## src/rtl/stk_pkg.sv

```systemverilog
package stk_pkg;

  typedef enum logic [3:0] {
    OP_NONE     = 4'd0,
    OP_PUSH_B   = 4'd1,
    OP_PULL_B   = 4'd2,
    OP_PUSH_W   = 4'd3,
    OP_PULL_W   = 4'd4,
    OP_PUSH_INT = 4'd5,
    OP_PULL_INT = 4'd6,
    OP_SP_RESET = 4'd7,
    OP_SP_LOAD  = 4'd8
  } stk_op_e;

  typedef enum logic [2:0] {
    DST_BYTE,
    DST_PCH,
    DST_PCL,
    DST_X,
    DST_A,
    DST_CC
  } stk_dst_e;

  typedef enum logic [1:0] {
    ST_IDLE,
    ST_ISSUE,
    ST_DRAIN1,
    ST_DRAIN2
  } stk_state_e;

  function automatic logic op_is_push(input stk_op_e op);
    return (op == OP_PUSH_B) || (op == OP_PUSH_W) || (op == OP_PUSH_INT);
  endfunction

  function automatic logic op_is_seq(input stk_op_e op);
    return (op == OP_PUSH_B) || (op == OP_PULL_B) || (op == OP_PUSH_W) ||
           (op == OP_PULL_W) || (op == OP_PUSH_INT) || (op == OP_PULL_INT);
  endfunction

  // Index of the final beat of a sequence
  function automatic logic [2:0] op_last_beat(input stk_op_e op);
    case (op)
      OP_PUSH_W, OP_PULL_W:     return 3'd1;
      OP_PUSH_INT, OP_PULL_INT: return 3'd4;
      default:                  return 3'd0;
    endcase
  endfunction

  // Where the byte read on a given pull beat is stored
  function automatic stk_dst_e pull_dst(input stk_op_e op, input logic [2:0] beat);
    case (op)
      OP_PULL_W: return (beat == 3'd0) ? DST_PCH : DST_PCL;
      OP_PULL_INT: begin
        case (beat)
          3'd0:    return DST_CC;
          3'd1:    return DST_A;
          3'd2:    return DST_X;
          3'd3:    return DST_PCH;
          default: return DST_PCL;
        endcase
      end
      default: return DST_BYTE;
    endcase
  endfunction

endpackage

```

## src/rtl/stk_window_sel.sv

```systemverilog
module stk_window_sel #(
  parameter int SP_W = 9,
  parameter logic [SP_W-1:0] LO_FLOOR = 9'h060,
  parameter logic [SP_W-1:0] LO_CEIL  = 9'h07F,
  parameter logic [SP_W-1:0] HI_FLOOR = 9'h100,
  parameter logic [SP_W-1:0] HI_CEIL  = 9'h17F
) (
  input  logic            ext_mode,
  output logic [SP_W-1:0] floor_o,
  output logic [SP_W-1:0] ceil_o
);
  assign floor_o = ext_mode ? HI_FLOOR : LO_FLOOR;
  assign ceil_o  = ext_mode ? HI_CEIL  : LO_CEIL;
endmodule

```

## src/rtl/stk_wrap_calc.sv

```systemverilog
module stk_wrap_calc #(
  parameter int SP_W = 9
) (
  input  logic [SP_W-1:0] sp_i,
  input  logic [SP_W-1:0] floor_i,
  input  logic [SP_W-1:0] ceil_i,
  input  logic [SP_W-1:0] load_i,
  output logic [SP_W-1:0] sp_down_o,
  output logic [SP_W-1:0] sp_up_o,
  output logic [SP_W-1:0] sp_norm_o
);
  // Stepping below the floor (including from zero) lands on the ceiling
  assign sp_down_o = (sp_i <= floor_i) ? ceil_i : (sp_i - 1'b1);
  // Stepping above the ceiling lands on the floor
  assign sp_up_o   = (sp_i >= ceil_i) ? floor_i : (sp_i + 1'b1);
  // Forced reload value folded into the window
  assign sp_norm_o = (load_i & ceil_i) | floor_i;
endmodule

```

## src/rtl/stk_seq_ctrl.sv

```systemverilog
module stk_seq_ctrl
  import stk_pkg::*;
#(
  parameter int SP_W   = 9,
  parameter int ADDR_W = 16,
  parameter int DATA_W = 8
) (
  input  logic              clk,
  input  logic              rst,
  input  logic [3:0]        cmd,
  input  logic [DATA_W-1:0] push_byte,
  input  logic [2*DATA_W-1:0] pc_in,
  input  logic [DATA_W-1:0] x_in,
  input  logic [DATA_W-1:0] a_in,
  input  logic [DATA_W-1:0] cc_in,
  input  logic [SP_W-1:0]   ceil_i,
  input  logic [SP_W-1:0]   floor_i,
  input  logic [SP_W-1:0]   sp_down_i,
  input  logic [SP_W-1:0]   sp_up_i,
  input  logic [SP_W-1:0]   sp_norm_i,
  output logic [SP_W-1:0]   sp_o,
  output logic [ADDR_W-1:0] mem_addr,
  output logic [DATA_W-1:0] mem_wdata,
  output logic              mem_we,
  output logic              mem_re,
  output stk_dst_e          rd_dst,
  output logic              busy,
  output logic              done
);
  localparam int PAD = ADDR_W - SP_W;

  stk_state_e         st;
  stk_op_e            op_q;
  stk_op_e            op_in;
  logic [2:0]         beat;
  logic [DATA_W-1:0]  byte_q, x_q, a_q, cc_q;
  logic [2*DATA_W-1:0] pc_q;
  logic [DATA_W-1:0]  wdata_nxt;
  logic               last_beat;

  assign op_in     = stk_op_e'(cmd);
  assign last_beat = (beat == op_last_beat(op_q));
  assign busy      = (st != ST_IDLE);

  always_comb begin
    case (op_q)
      OP_PUSH_W:   wdata_nxt = (beat == 3'd0) ? pc_q[DATA_W-1:0] : pc_q[2*DATA_W-1:DATA_W];
      OP_PUSH_INT: begin
        case (beat)
          3'd0:    wdata_nxt = pc_q[DATA_W-1:0];
          3'd1:    wdata_nxt = pc_q[2*DATA_W-1:DATA_W];
          3'd2:    wdata_nxt = x_q;
          3'd3:    wdata_nxt = a_q;
          default: wdata_nxt = cc_q;
        endcase
      end
      default:     wdata_nxt = byte_q;
    endcase
  end

  always_ff @(posedge clk) begin
    if (rst) begin
      st        <= ST_IDLE;
      op_q      <= OP_NONE;
      beat      <= 3'd0;
      sp_o      <= ceil_i;
      mem_addr  <= '0;
      mem_wdata <= '0;
      mem_we    <= 1'b0;
      mem_re    <= 1'b0;
      rd_dst    <= DST_BYTE;
      done      <= 1'b0;
      byte_q    <= '0;
      x_q       <= '0;
      a_q       <= '0;
      cc_q      <= '0;
      pc_q      <= '0;
    end else begin
      mem_we <= 1'b0;
      mem_re <= 1'b0;
      done   <= 1'b0;
      case (st)
        ST_IDLE: begin
          if (op_is_seq(op_in)) begin
            op_q   <= op_in;
            beat   <= 3'd0;
            byte_q <= push_byte;
            pc_q   <= pc_in;
            x_q    <= x_in;
            a_q    <= a_in;
            cc_q   <= cc_in;
            st     <= ST_ISSUE;
          end else if (op_in == OP_SP_RESET) begin
            sp_o <= ceil_i;
          end else if (op_in == OP_SP_LOAD) begin
            sp_o <= sp_norm_i;
          end
        end
        ST_ISSUE: begin
          if (op_is_push(op_q)) begin
            mem_we    <= 1'b1;
            mem_addr  <= {{PAD{1'b0}}, sp_o};
            mem_wdata <= wdata_nxt;
            sp_o      <= sp_down_i;
          end else begin
            mem_re    <= 1'b1;
            mem_addr  <= {{PAD{1'b0}}, sp_up_i};
            rd_dst    <= pull_dst(op_q, beat);
            sp_o      <= sp_up_i;
          end
          if (last_beat) begin
            if (op_is_push(op_q)) begin
              done <= 1'b1;
              st   <= ST_IDLE;
            end else begin
              st   <= ST_DRAIN1;
            end
          end else begin
            beat <= beat + 3'd1;
          end
        end
        ST_DRAIN1: st <= ST_DRAIN2;
        default: begin
          st   <= ST_IDLE;
          done <= 1'b1;
        end
      endcase
    end
  end

  AST_PUSH_POSTDEC: assert property (@(posedge clk) disable iff (rst)
    mem_we |-> (sp_o == ((mem_addr[SP_W-1:0] <= floor_i) ? ceil_i : (mem_addr[SP_W-1:0] - 1'b1))));
  AST_PULL_PREINC: assert property (@(posedge clk) disable iff (rst)
    mem_re |-> (sp_o == mem_addr[SP_W-1:0]));
  AST_DONE_NOT_BUSY: assert property (@(posedge clk) disable iff (rst)
    done |-> !busy);
  AST_IDLE_NO_READ: assert property (@(posedge clk) disable iff (rst)
    !busy |-> !mem_re);
endmodule

```

## src/rtl/stk_pull_cap.sv

```systemverilog
module stk_pull_cap
  import stk_pkg::*;
#(
  parameter int DATA_W = 8
) (
  input  logic                clk,
  input  logic                rst,
  input  logic                mem_re,
  input  stk_dst_e            rd_dst,
  input  logic [DATA_W-1:0]   mem_rdata,
  output logic [DATA_W-1:0]   pop_byte,
  output logic [2*DATA_W-1:0] pop_pc,
  output logic [DATA_W-1:0]   pop_x,
  output logic [DATA_W-1:0]   pop_a,
  output logic [DATA_W-1:0]   pop_cc
);
  logic     cap_v;
  stk_dst_e cap_dst;

  always_ff @(posedge clk) begin
    if (rst) begin
      cap_v    <= 1'b0;
      cap_dst  <= DST_BYTE;
      pop_byte <= '0;
      pop_pc   <= '0;
      pop_x    <= '0;
      pop_a    <= '0;
      pop_cc   <= '0;
    end else begin
      cap_v   <= mem_re;
      cap_dst <= rd_dst;
      if (cap_v) begin
        case (cap_dst)
          DST_PCH: pop_pc[2*DATA_W-1:DATA_W] <= mem_rdata;
          DST_PCL: pop_pc[DATA_W-1:0]        <= mem_rdata;
          DST_X:   pop_x                     <= mem_rdata;
          DST_A:   pop_a                     <= mem_rdata;
          DST_CC:  pop_cc                    <= mem_rdata;
          default: pop_byte                  <= mem_rdata;
        endcase
      end
    end
  end

  AST_CAPTURE_FOLLOWS_READ: assert property (@(posedge clk) disable iff (rst)
    cap_v |-> $past(mem_re));
endmodule

```

## src/rtl/stack_window_unit.sv

```systemverilog
module stack_window_unit
  import stk_pkg::*;
#(
  parameter int SP_W   = 9,
  parameter int ADDR_W = 16,
  parameter int DATA_W = 8,
  parameter logic [SP_W-1:0] LO_FLOOR = 9'h060,
  parameter logic [SP_W-1:0] LO_CEIL  = 9'h07F,
  parameter logic [SP_W-1:0] HI_FLOOR = 9'h100,
  parameter logic [SP_W-1:0] HI_CEIL  = 9'h17F
) (
  input  logic                clk,
  input  logic                rst,
  input  logic                ext_mode,
  input  logic [3:0]          cmd,
  input  logic [DATA_W-1:0]   push_byte,
  input  logic [2*DATA_W-1:0] pc_in,
  input  logic [DATA_W-1:0]   x_in,
  input  logic [DATA_W-1:0]   a_in,
  input  logic [DATA_W-1:0]   cc_in,
  input  logic [SP_W-1:0]     load_val,
  input  logic [DATA_W-1:0]   mem_rdata,
  output logic [ADDR_W-1:0]   mem_addr,
  output logic [DATA_W-1:0]   mem_wdata,
  output logic                mem_we,
  output logic                mem_re,
  output logic                busy,
  output logic                done,
  output logic [SP_W-1:0]     sp,
  output logic [DATA_W-1:0]   pop_byte,
  output logic [2*DATA_W-1:0] pop_pc,
  output logic [DATA_W-1:0]   pop_x,
  output logic [DATA_W-1:0]   pop_a,
  output logic [DATA_W-1:0]   pop_cc
);
  logic [SP_W-1:0] win_floor, win_ceil;
  logic [SP_W-1:0] sp_down, sp_up, sp_norm;
  stk_dst_e        rd_dst;

  stk_window_sel #(
    .SP_W(SP_W), .LO_FLOOR(LO_FLOOR), .LO_CEIL(LO_CEIL),
    .HI_FLOOR(HI_FLOOR), .HI_CEIL(HI_CEIL)
  ) u_win (
    .ext_mode (ext_mode),
    .floor_o  (win_floor),
    .ceil_o   (win_ceil)
  );

  stk_wrap_calc #(.SP_W(SP_W)) u_wrap (
    .sp_i      (sp),
    .floor_i   (win_floor),
    .ceil_i    (win_ceil),
    .load_i    (load_val),
    .sp_down_o (sp_down),
    .sp_up_o   (sp_up),
    .sp_norm_o (sp_norm)
  );

  stk_seq_ctrl #(.SP_W(SP_W), .ADDR_W(ADDR_W), .DATA_W(DATA_W)) u_seq (
    .clk       (clk),
    .rst       (rst),
    .cmd       (cmd),
    .push_byte (push_byte),
    .pc_in     (pc_in),
    .x_in      (x_in),
    .a_in      (a_in),
    .cc_in     (cc_in),
    .ceil_i    (win_ceil),
    .floor_i   (win_floor),
    .sp_down_i (sp_down),
    .sp_up_i   (sp_up),
    .sp_norm_i (sp_norm),
    .sp_o      (sp),
    .mem_addr  (mem_addr),
    .mem_wdata (mem_wdata),
    .mem_we    (mem_we),
    .mem_re    (mem_re),
    .rd_dst    (rd_dst),
    .busy      (busy),
    .done      (done)
  );

  stk_pull_cap #(.DATA_W(DATA_W)) u_cap (
    .clk       (clk),
    .rst       (rst),
    .mem_re    (mem_re),
    .rd_dst    (rd_dst),
    .mem_rdata (mem_rdata),
    .pop_byte  (pop_byte),
    .pop_pc    (pop_pc),
    .pop_x     (pop_x),
    .pop_a     (pop_a),
    .pop_cc    (pop_cc)
  );

  AST_STROBE_EXCLUSIVE: assert property (@(posedge clk) disable iff (rst)
    !(mem_we && mem_re));
endmodule

```

## config.mk

```make
export PLATFORM = sky130hd
export DESIGN_NAME = stack_window_unit
export DESIGN_NICKNAME = d
export VERILOG_FILES = /design/src/rtl/stk_pkg.sv /design/src/rtl/stk_window_sel.sv /design/src/rtl/stk_wrap_calc.sv /design/src/rtl/stk_seq_ctrl.sv /design/src/rtl/stk_pull_cap.sv /design/src/rtl/stack_window_unit.sv
export SDC_FILE = /design/constraint.sdc
export NUM_CORES = 1
export LEC_CHECK = 0
export ABC_AREA = 1
export CELL_PAD_IN_SITES_DETAIL_PLACEMENT = 0
export CELL_PAD_IN_SITES_GLOBAL_PLACEMENT = 1
export CORE_MARGIN = 3
export CORE_UTILIZATION = 32
export DETAILED_ROUTE_END_ITERATION = 10
export GPL_TIMING_DRIVEN = 1
export PLACE_DENSITY_LB_ADDON = 0.1
export SETUP_SLACK_MARGIN = 0.15
export SKIP_CTS_REPAIR_TIMING = 1
export SYNTH_ARGS = -nofsm -noshare
export SYNTH_HDL_FRONTEND = slang
export SYNTH_SLANG_ARGS = --single-unit
```

## constraint.sdc

```tcl
create_clock -name clk -period 1.95 [get_ports clk]
set_clock_uncertainty 0.1 [all_clocks]
set_input_delay 0.2925 -clock clk [delete_from_list [all_inputs] [get_ports clk]]
set_output_delay 0.2925 -clock clk [all_outputs]
set_load 0.005 [all_outputs]
```

Word level (Yosys, flattened, before mapping)
Index checks and enable logic that the tools add are counted.
{ "totals": {"rom_bits": 0, "elab_cells": 120, "latchBits": 0, "mem_count": 0, "regBits": 148, "mem_bits_rw": 0, "input_bits": 72} }
{ "op_classes": {"div_mod_pow": 0, "bitwise_logic": 5, "mux": 29, "eq_ne": 29, "mul": 0, "n_lt_le_gt_ge": 2, "shifts": 0, "add_sub_neg": 3, "reduce_logical": 29} }
{ "op_table": {"columns": ["cell", "n"], "rows": [
  ["9-bit 2-to-1 mux", 10],
  ["8-bit case mux with 4 select lines", 1],
  ["4-bit by 3-bit == test with 1-bit output (second input constant)", 7],
  ["2-bit AND reduction", 10],
  ["3-bit case mux with 2 select lines", 3],
  ["9-bit case mux with 2 select lines", 1],
  ["8-bit case mux with 2 select lines", 1],
  ["3-bit by 2-bit == test with 1-bit output (second input constant)", 4],
  ["4-bit by 2-bit == test with 1-bit output (second input constant)", 3],
  ["3-bit case mux with 4 select lines", 1],
  ["9-bit by 1-bit adder with 9-bit output (second input constant)", 1],
  ["9-bit AND", 1],
  ["9-bit >= comparator", 1],
  ["9-bit less-or-equal comparator", 1],
  ["9-bit bitwise OR", 1],
  ["9-bit by 1-bit subtractor with 9-bit output (second input constant)", 1],
  ["4-bit by 1-bit == test with 1-bit output (second input constant)", 2],
  ["2-bit 2-to-1 mux", 4],
  ["8-bit 2-to-1 mux", 1],
  ["2-bit OR reduction", 4],
  ["1-bit logical OR", 7],
  ["3-bit by 1-bit == test with 1-bit output (second input constant)", 2],
  ["3-bit == test (second input constant)", 2],
  ["3-bit 2-to-1 mux", 2],
  ["other kinds (19)", 26]
]} }

Longest topological paths before layout
Gate-level depths: netlist of the first run.
{ "depth": {"word_depth": 9, "mapped_depth": 11, "ltp_nobuf": 11} }

Cells and area by module
From an unflattened synthesis of the first run, not the netlist that was laid out.
{ "unflattened": {"cells_unflattened": 1100, "area_unflattened_um2": 7582.3} }
{ "modules_own_cells": {"columns": ["mod", "cells_per_inst", "n_inst", "seq_area_each_um2", "area_per_inst_um2"], "rows": [
  ["stk_seq_ctrl", 581, 1, 1871.8, 4219.0],
  ["stk_pull_cap", 281, 1, 1041.0, 2035.7],
  ["stk_wrap_calc", 218, 1, 0.0, 1188.6],
  ["stk_window_sel", 20, 1, 0.0, 138.9]
]} }

Worst setup path before layout of the first run
No wires, ideal clock.
{ "synth_timing": {"kind": "register to register", "from": "reg u_seq.sp_o[8]", "to": "reg u_seq.sp_o[8] (data pin)", "path_buffers": 0, "t_arrival_ps": 1533, "period_less_slack_ps": 1893, "stages_incl_launch_ff": 8, "path_slack_ps": 57, "setup_ps": 260, "path_cell_list": "edfxtp_1 ha_1 a21oi_1 o21ai_1 nand2_2 a21oi_1 nand2_1 nand3_1"} }
{ "synth_via": {"elab_chain_cells": 5} }
{ "synth_rtl": {"columns": ["element", "line_no", "source"], "rows": [
  ["start: declaration", "stk_seq_ctrl.sv:21", "output logic [SP_W-1:0] sp_o,"],
  ["start signal: assignment", "stk_seq_ctrl.sv:66", "sp_o <= ceil_i;"],
  ["start signal: assignment", "stk_seq_ctrl.sv:94", "sp_o <= ceil_i;"],
  ["start signal: assignment", "stk_seq_ctrl.sv:96", "sp_o <= sp_norm_i;"],
  ["9-bit by 1-bit adder with 9-bit output (tied with other cells)", "stk_wrap_calc.sv:15", "assign sp_up_o = (sp_i >= ceil_i) ? floor_i : (sp_i + 1'b1);"],
  ["9-bit 2-to-1 mux (on tied branches)", "stk_wrap_calc.sv:15, stk_wrap_calc.sv:13", null],
  ["9-bit 2-to-1 mux *", "stk_seq_ctrl.sv:100", "if (op_is_push(op_q)) begin"],
  ["9-bit case mux with 2 select lines *", "stk_seq_ctrl.sv:82", "case (st)"],
  ["9-bit 2-to-1 mux *", "stk_seq_ctrl.sv:62", "if (rst) begin"]
]} }
Mark *: on every way between the ends. The rest lies on a longest branch, timed or not.
A chain may end at the register's enable or synchronous reset.

Worst setup path after layout of the first run
{ "layout_timing": {"from": "reg u_seq.sp_o[0]", "to": "reg u_seq.sp_o[8] (data pin)"} }
Same word-level chain as after synthesis.

==> flow_summary.json, run 1 <==
{
  "period_share": 0.965,
  "setup_ws_ns": 0.0690,
  "finalHoldViolCount": 0,
  "status": "completed",
  "yosys-top-cells-count": "180 x nor2_1, 142 x o21ai_0, 132 x dfxtp_1",
  "via_count": 6259,
  "yosysUniqueCellTypes": 40,
  "syn2layout_area_growth_pct": 49.5,
  "cts_sinks": 141,
  "cts_buffers": 17,
  "synthMostInstantiatedCell": "nor2_1",
  "syn_area_mm2": 0.00638,
  "syn_avg_cell_area_um2": 7.37,
  "critPathKind": "flip-flop to flip-flop",
  "ant_nets": 0,
  "synth_warnings": 0,
  "post-place-ws_ns": -0.305,
  "fp-row-count": 51,
  "syn_inst": 866,
  "synth_top_cell_area_share": 0.414,
  "cp_top_family": "simple AND/OR/NAND/NOR gates",
  "hpwl_um": 14800,
  "cts_tree": "yes",
  "cap_violations": 0,
  "vdd_drop_max_uv": 723,
  "path_cells": "inv_2, ha_4, nand3_4, nor2_4, nand2_2, nand2_4, a21oi_1, nand2_1, nand3_1",
  "antenna_found_initial": 0,
  "diodes": 0,
  "worstSetupEndpointType": "flip-flop",
  "pin_count": 157,
  "placedCellCount": 1308,
  "synth.area.top_cells": "dfxtp_1 41%, o21ai_0 11%, nor2_1 11%",
  "slowest_delay_ns": 0.46,
  "drc": 0,
  "io_buffer_count": 147,
  "overflow": 0,
  "vias_per_cell": 4.61,
  "insertion_delay_ns": 0.43,
  "cts-root-buf": "clkbuf_16",
  "first_pass_iters": 5,
  "fin_setup_tns_ns": 0,
  "dieArea_mm2": 0.0217,
  "fmax_mhz": 532,
  "grt_max_degree": 77,
  "setup_viol": 0,
  "synth_flop_cell": "dfxtp_1",
  "grt_pass1_vias": 6069,
  "nets": 1162,
  "fin_crit_ns": 1.88,
  "fp.coreArea_mm2": 0.0195,
  "routed_wl_um": 21000,
  "power.density_mw_per_mm2": 986,
  "required_ns": 2.03,
  "rsz0062_at_grt": "true",
  "power_leakage_nw": 3.89,
  "cp.arrival_ns": 1.96,
  "initial_core_util": 0.327,
  "final_max_slew_viol_count": 0,
  "slowest_stage": "edfxtp_1",
  "yosys_register_bits": 141,
  "hp-class": "flip-flop to flip-flop",
  "crit_path_start_kind": "flip-flop",
  "first_iter_violations": 322,
  "finalPower_mw": 9.41,
  "die_y_um": 147,
  "cts_buffer_depth": 2,
  "clkTransAtPathRegs_ns": 0.07,
  "grt_first_pass_wirelength_um": 32500,
  "wl_per_cell_um": 15.4,
  "fin_cells": 1358,
  "fillers": 1970,
  "seq_area_frac_synth": 0.456,
  "crit_fanout": 8,
  "htree_levels": 4,
  "synth_edf_count": 9,
  "grtUsageTotal": 0.187,
  "path_buf_inv": 1,
  "layout-drive-gt1-share": 0.192,
  "yosys.area.top_type": "dfxtp_1",
  "gp_congestion": 0.860,
  "die_x_um": 147,
  "synth-async-reset-ratio": 0
}
-- cell usage in the layout, fill, tap and decap left out, drive strengths merged --
| cell | Yosys | routed |
|---|---|---|
| nor2 | 192 | 192 |
| o21ai | 147 | 147 |
| clkdlybuf4s50 | 0 | 140 |
| dfxtp | 132 | 132 |
| nand2 | 100 | 100 |
| inv | 88 | 95 |
| buf | 24 | 81 |
| a21oi | 65 | 65 |
| nand3 | 35 | 35 |
| clkbuf | 15 | 18 |
| nor3 | 13 | 13 |
| ha | 10 | 10 |
| edfxtp | 9 | 9 |
| o31ai | 9 | 9 |
| conb | 1 | 7 |
| dlymetal6s2s | 0 | 7 |
| o211ai | 5 | 5 |
| xor2 | 4 | 4 |
| nand4 | 4 | 4 |
| clkinv | 2 | 4 |
| nor4 | 3 | 3 |
| clkinvlp | 0 | 3 |
| nand3b | 2 | 2 |
| bufinv | 0 | 2 |
| or2 | 1 | 1 |
| a31oi | 1 | 1 |
| o21bai | 1 | 1 |
| o21a | 1 | 1 |
| o41ai | 1 | 1 |
| o22a | 1 | 1 |
-- cells by family (layout without fill, tap and decap cells) --
family,count (synthesis),after routing,share of synthesized area
compound gates,231,231,0.192
xor+xnor,4,4,0.00549
fa+ha+maj,10,10,0.0196
buf+inv,129,350,0.0868
flops,141,141,0.456
other cells,1,7,0.000587
simple gates,350,350,0.239
-- per-stage QoR --
| step | util | area (um2) | hold slack [ns] |
|---|---|---|---|
| after floorplan | - | 6410 | 0.300 |
| after global routing | 0.489 | 9550 | 0.336 |
| after detailed placement | 0.436 | 8510 | 0.311 |
| final | 0.489 | 9550 | 0.322 |
| after CTS | 0.466 | 9090 | 0.325 |
| after global placement | 0.436 | 8510 | 0.315 |
-- layout make-up --
cell class                 count  area (um2)  area share
inverter                      90         347      0.0363
sequential                   141        2920       0.306
clock buffer                  18         429      0.0450
tap                          265         332      0.0347
multi-input combinational    602        3190       0.334
timing repair buffer         228        2180       0.228
clock inverter                14         156      0.0164
-- final timing paths --
kind,start,endpoint,slack [ns],cells after the start
setup / recovery,u_seq.sp_o[0],u_seq.sp_o[8],0.07,9
hold / removal,u_seq.rd_dst[0],u_cap.cap_dst[0],0.32,2
setup reg to reg,u_seq.sp_o[0],u_seq.sp_o[8],0.07,9
hold reg to reg,u_seq.rd_dst[0],u_cap.cap_dst[0],0.32,2
-- routing by layer --
layer | GRT usage | up-vias | share of wire
li1 | - | 3272 | -
met1 | 0.261 | 2801 | 0.48
met2 | 0.283 | 163 | 0.44
met3 | 0.0620 | 23 | 0.070
met4 | 0.0401 | 0 | 0.012
met5 | 0 | - | 0
-- state kept, by name (all words and copies together), names as in the netlist, 9 cells and up --
signal	cells
u_cap.pop_pc	16
u_seq.mem_addr	9
u_seq.pc_q	16
u_seq.sp_o	9
-- where the power goes --
group / switching (mW) / leakage, nW / total (mW) / internal, mW
sequential: 0.181 / 1.16 / 3.40 / 3.22
clock: 1.37 / 0.283 / 3.28 / 1.91
combinational: 1.53 / 2.44 / 2.72 / 1.20
total: 3.08 / 3.89 / 9.41 / 6.33
-- tightest hold or removal path, delay by kind of cell (launching register included) --
family	cells	cell delay, ns
flip-flops	1	0.29
AND/OR/NAND/NOR	1	0.04
buffers and inverters	1	0.04
No activity file was read; power rests on OpenSTA's default activity.
==> run 2: changes to the inputs <==
- PLACE_DENSITY: not set -> 0.79
- PLACE_DENSITY_LB_ADDON: 0.1 -> not set
==> flow_summary.json, run 2 (synthesis results as in run 1) <==
{
  "status": "completed",
  "cts-root-buf": "clkbuf_16",
  "required_ns": 2.01,
  "grtUsageTotal": 0.183,
  "ant_nets": 0,
  "finalPower_mw": 9.55,
  "ff2ff_setup_slack_ns": 0.05,
  "pin_count": 157,
  "crit_path_start_kind": "flip-flop",
  "layout-drive-gt1-share": 0.180,
  "overflow": 0,
  "post-place-ws_ns": -0.380,
  "worstSetupEndpointType": "flip-flop",
  "timing.hold.ws_ns": 0.328,
  "clkTransAtPathRegs_ns": 0.06,
  "first_iter_violations": 369,
  "grt_first_pass_wirelength_um": 31700,
  "fp-row-count": 51,
  "hpwl_um": 14400,
  "dieArea_mm2": 0.0217,
  "diodes": 0,
  "wl_per_cell_um": 14.9,
  "placedCellCount": 1307,
  "cts_buffer_depth": 2,
  "first_pass_iters": 5,
  "cts_sinks": 141,
  "fin_setup_tns_ns": 0,
  "largest_registers": "u_cap.pop_pc (16), u_seq.pc_q (16)",
  "min_from": "u_seq.rd_dst[2]",
  "fin_cells": 1357,
  "routed_wl_um": 20300,
  "fp.coreArea_mm2": 0.0195,
  "grt_max_degree": 57,
  "cap_violations": 0,
  "min_path_cells": 2,
  "rsz0062_at_grt": "true",
  "final_cell_mix": "178 x nor2_1, 138 x clkdlybuf4s50_1, 135 x o21ai_0",
  "drc": 0,
  "placed_cell_area_mm2": 0.00850,
  "fin_area_mm2": 0.00952,
  "setup_viol": 0,
  "via_count": 6309,
  "antenna_found_initial": 0,
  "io_buffer_count": 147,
  "hp-class": "flip-flop to flip-flop",
  "htree_levels": 4,
  "syn2layout_area_growth_pct": 49.2,
  "final_max_slew_viol_count": 0,
  "r2r_end": "u_seq.sp_o[5]",
  "power_leakage_nw": 3.92,
  "fmax_mhz": 527,
  "cp.arrival_ns": 1.96,
  "initial_core_util": 0.327,
  "r2r-start": "u_seq.sp_o[6]",
  "finalHoldViolCount": 0,
  "grt_pass1_vias": 6032,
  "fin_crit_ns": 1.90,
  "insertion_delay_ns": 0.42,
  "setup_ws_ns": 0.0523,
  "final_util": 0.488,
  "final_common_cell": "nor2_1",
  "reg2reg_depth": 7,
  "period_share": 0.973,
  "gp_congestion": 0.853,
  "vdd_drop_max_uv": 682,
  "crit_fanout": 8,
  "cts_buffers": 17,
  "die_y_um": 147,
  "nets": 1161,
  "vias_per_cell": 4.65,
  "cts_tree": "yes",
  "power.density_mw_per_mm2": 1000,
  "die_x_um": 147,
  "hold_end": "u_cap.cap_dst[2]",
  "critPathKind": "flip-flop to flip-flop"
}
[run 2: cell types whose count changed in the layout (fill, tap and decap cells not counted), moves of 3 or more]
| cell | previous run | this run |
|---|---|---|
| inv_6 | 6 | 1 |
| buf_6 | 11 | 7 |
| nand2_1 | 68 | 75 |
| o31ai_1 | 5 | 8 |
| nor2_1 | 175 | 178 |
| clkbuf_8 | 0 | 4 |
| nand2_2 | 24 | 19 |
| o21ai_0 | 132 | 135 |
| nand3_2 | 6 | 9 |
[run 2: layout make-up]
| cell class | instances | area [um2] |
|---|---|---|
| clock buffer | 24 | 513 |
| multi-input combinational | 602 | 3130 |
| inverter | 90 | 344 |
| tap | 265 | 332 |
| fill | 1995 | 10000 |
| clock inverter | 8 | 126 |
| timing repair buffer | 226 | 2150 |
| timing repair inverter | 1 | 5.00 |
| sequential | 141 | 2920 |
[run 2: metal layers]
metal | part of all wire | global-route usage
met5 | 0 | 0
met4 | 0.012 | 0.0419
met3 | 0.074 | 0.0716
met2 | 0.44 | 0.283
met1 | 0.47 | 0.244
[run 2: how the worst max path moves through the flow]
stage	start	end	slack (ns)	cells after the start
3_3_place_gp	ext_mode	u_seq.sp_o[4]	-0.30	8
6_report	u_seq.sp_o[6]	u_seq.sp_o[5]	0.05	7
4_1_cts	u_seq.st[1]	busy	-0.06	3
3_5_place_dp	ext_mode	u_seq.sp_o[3]	-0.38	8
2_1_floorplan	u_seq.sp_o[0]	u_seq.sp_o[8]	0.13	9
5_1_grt	u_seq.sp_o[8]	u_seq.sp_o[5]	-0.02	7
[run 2: worst max-delay path, cell delays in order, from the launching register on]
cell and delay [ns]:
edfxtp_1 0.44, ha_1 0.33, a21oi_1 0.08, o21ai_2 0.18, nand2_4 0.12, buf_4 0.15
o21ai_0 0.13, o211ai_1 0.11
[run 2: power breakdown]
| group | internal [mW] | total, mW | switching [mW] |
|---|---|---|---|
| sequential | 3.22 | 3.40 | 0.176 |
| combinational | 1.20 | 2.66 | 1.46 |
| clock | 2.23 | 3.49 | 1.25 |
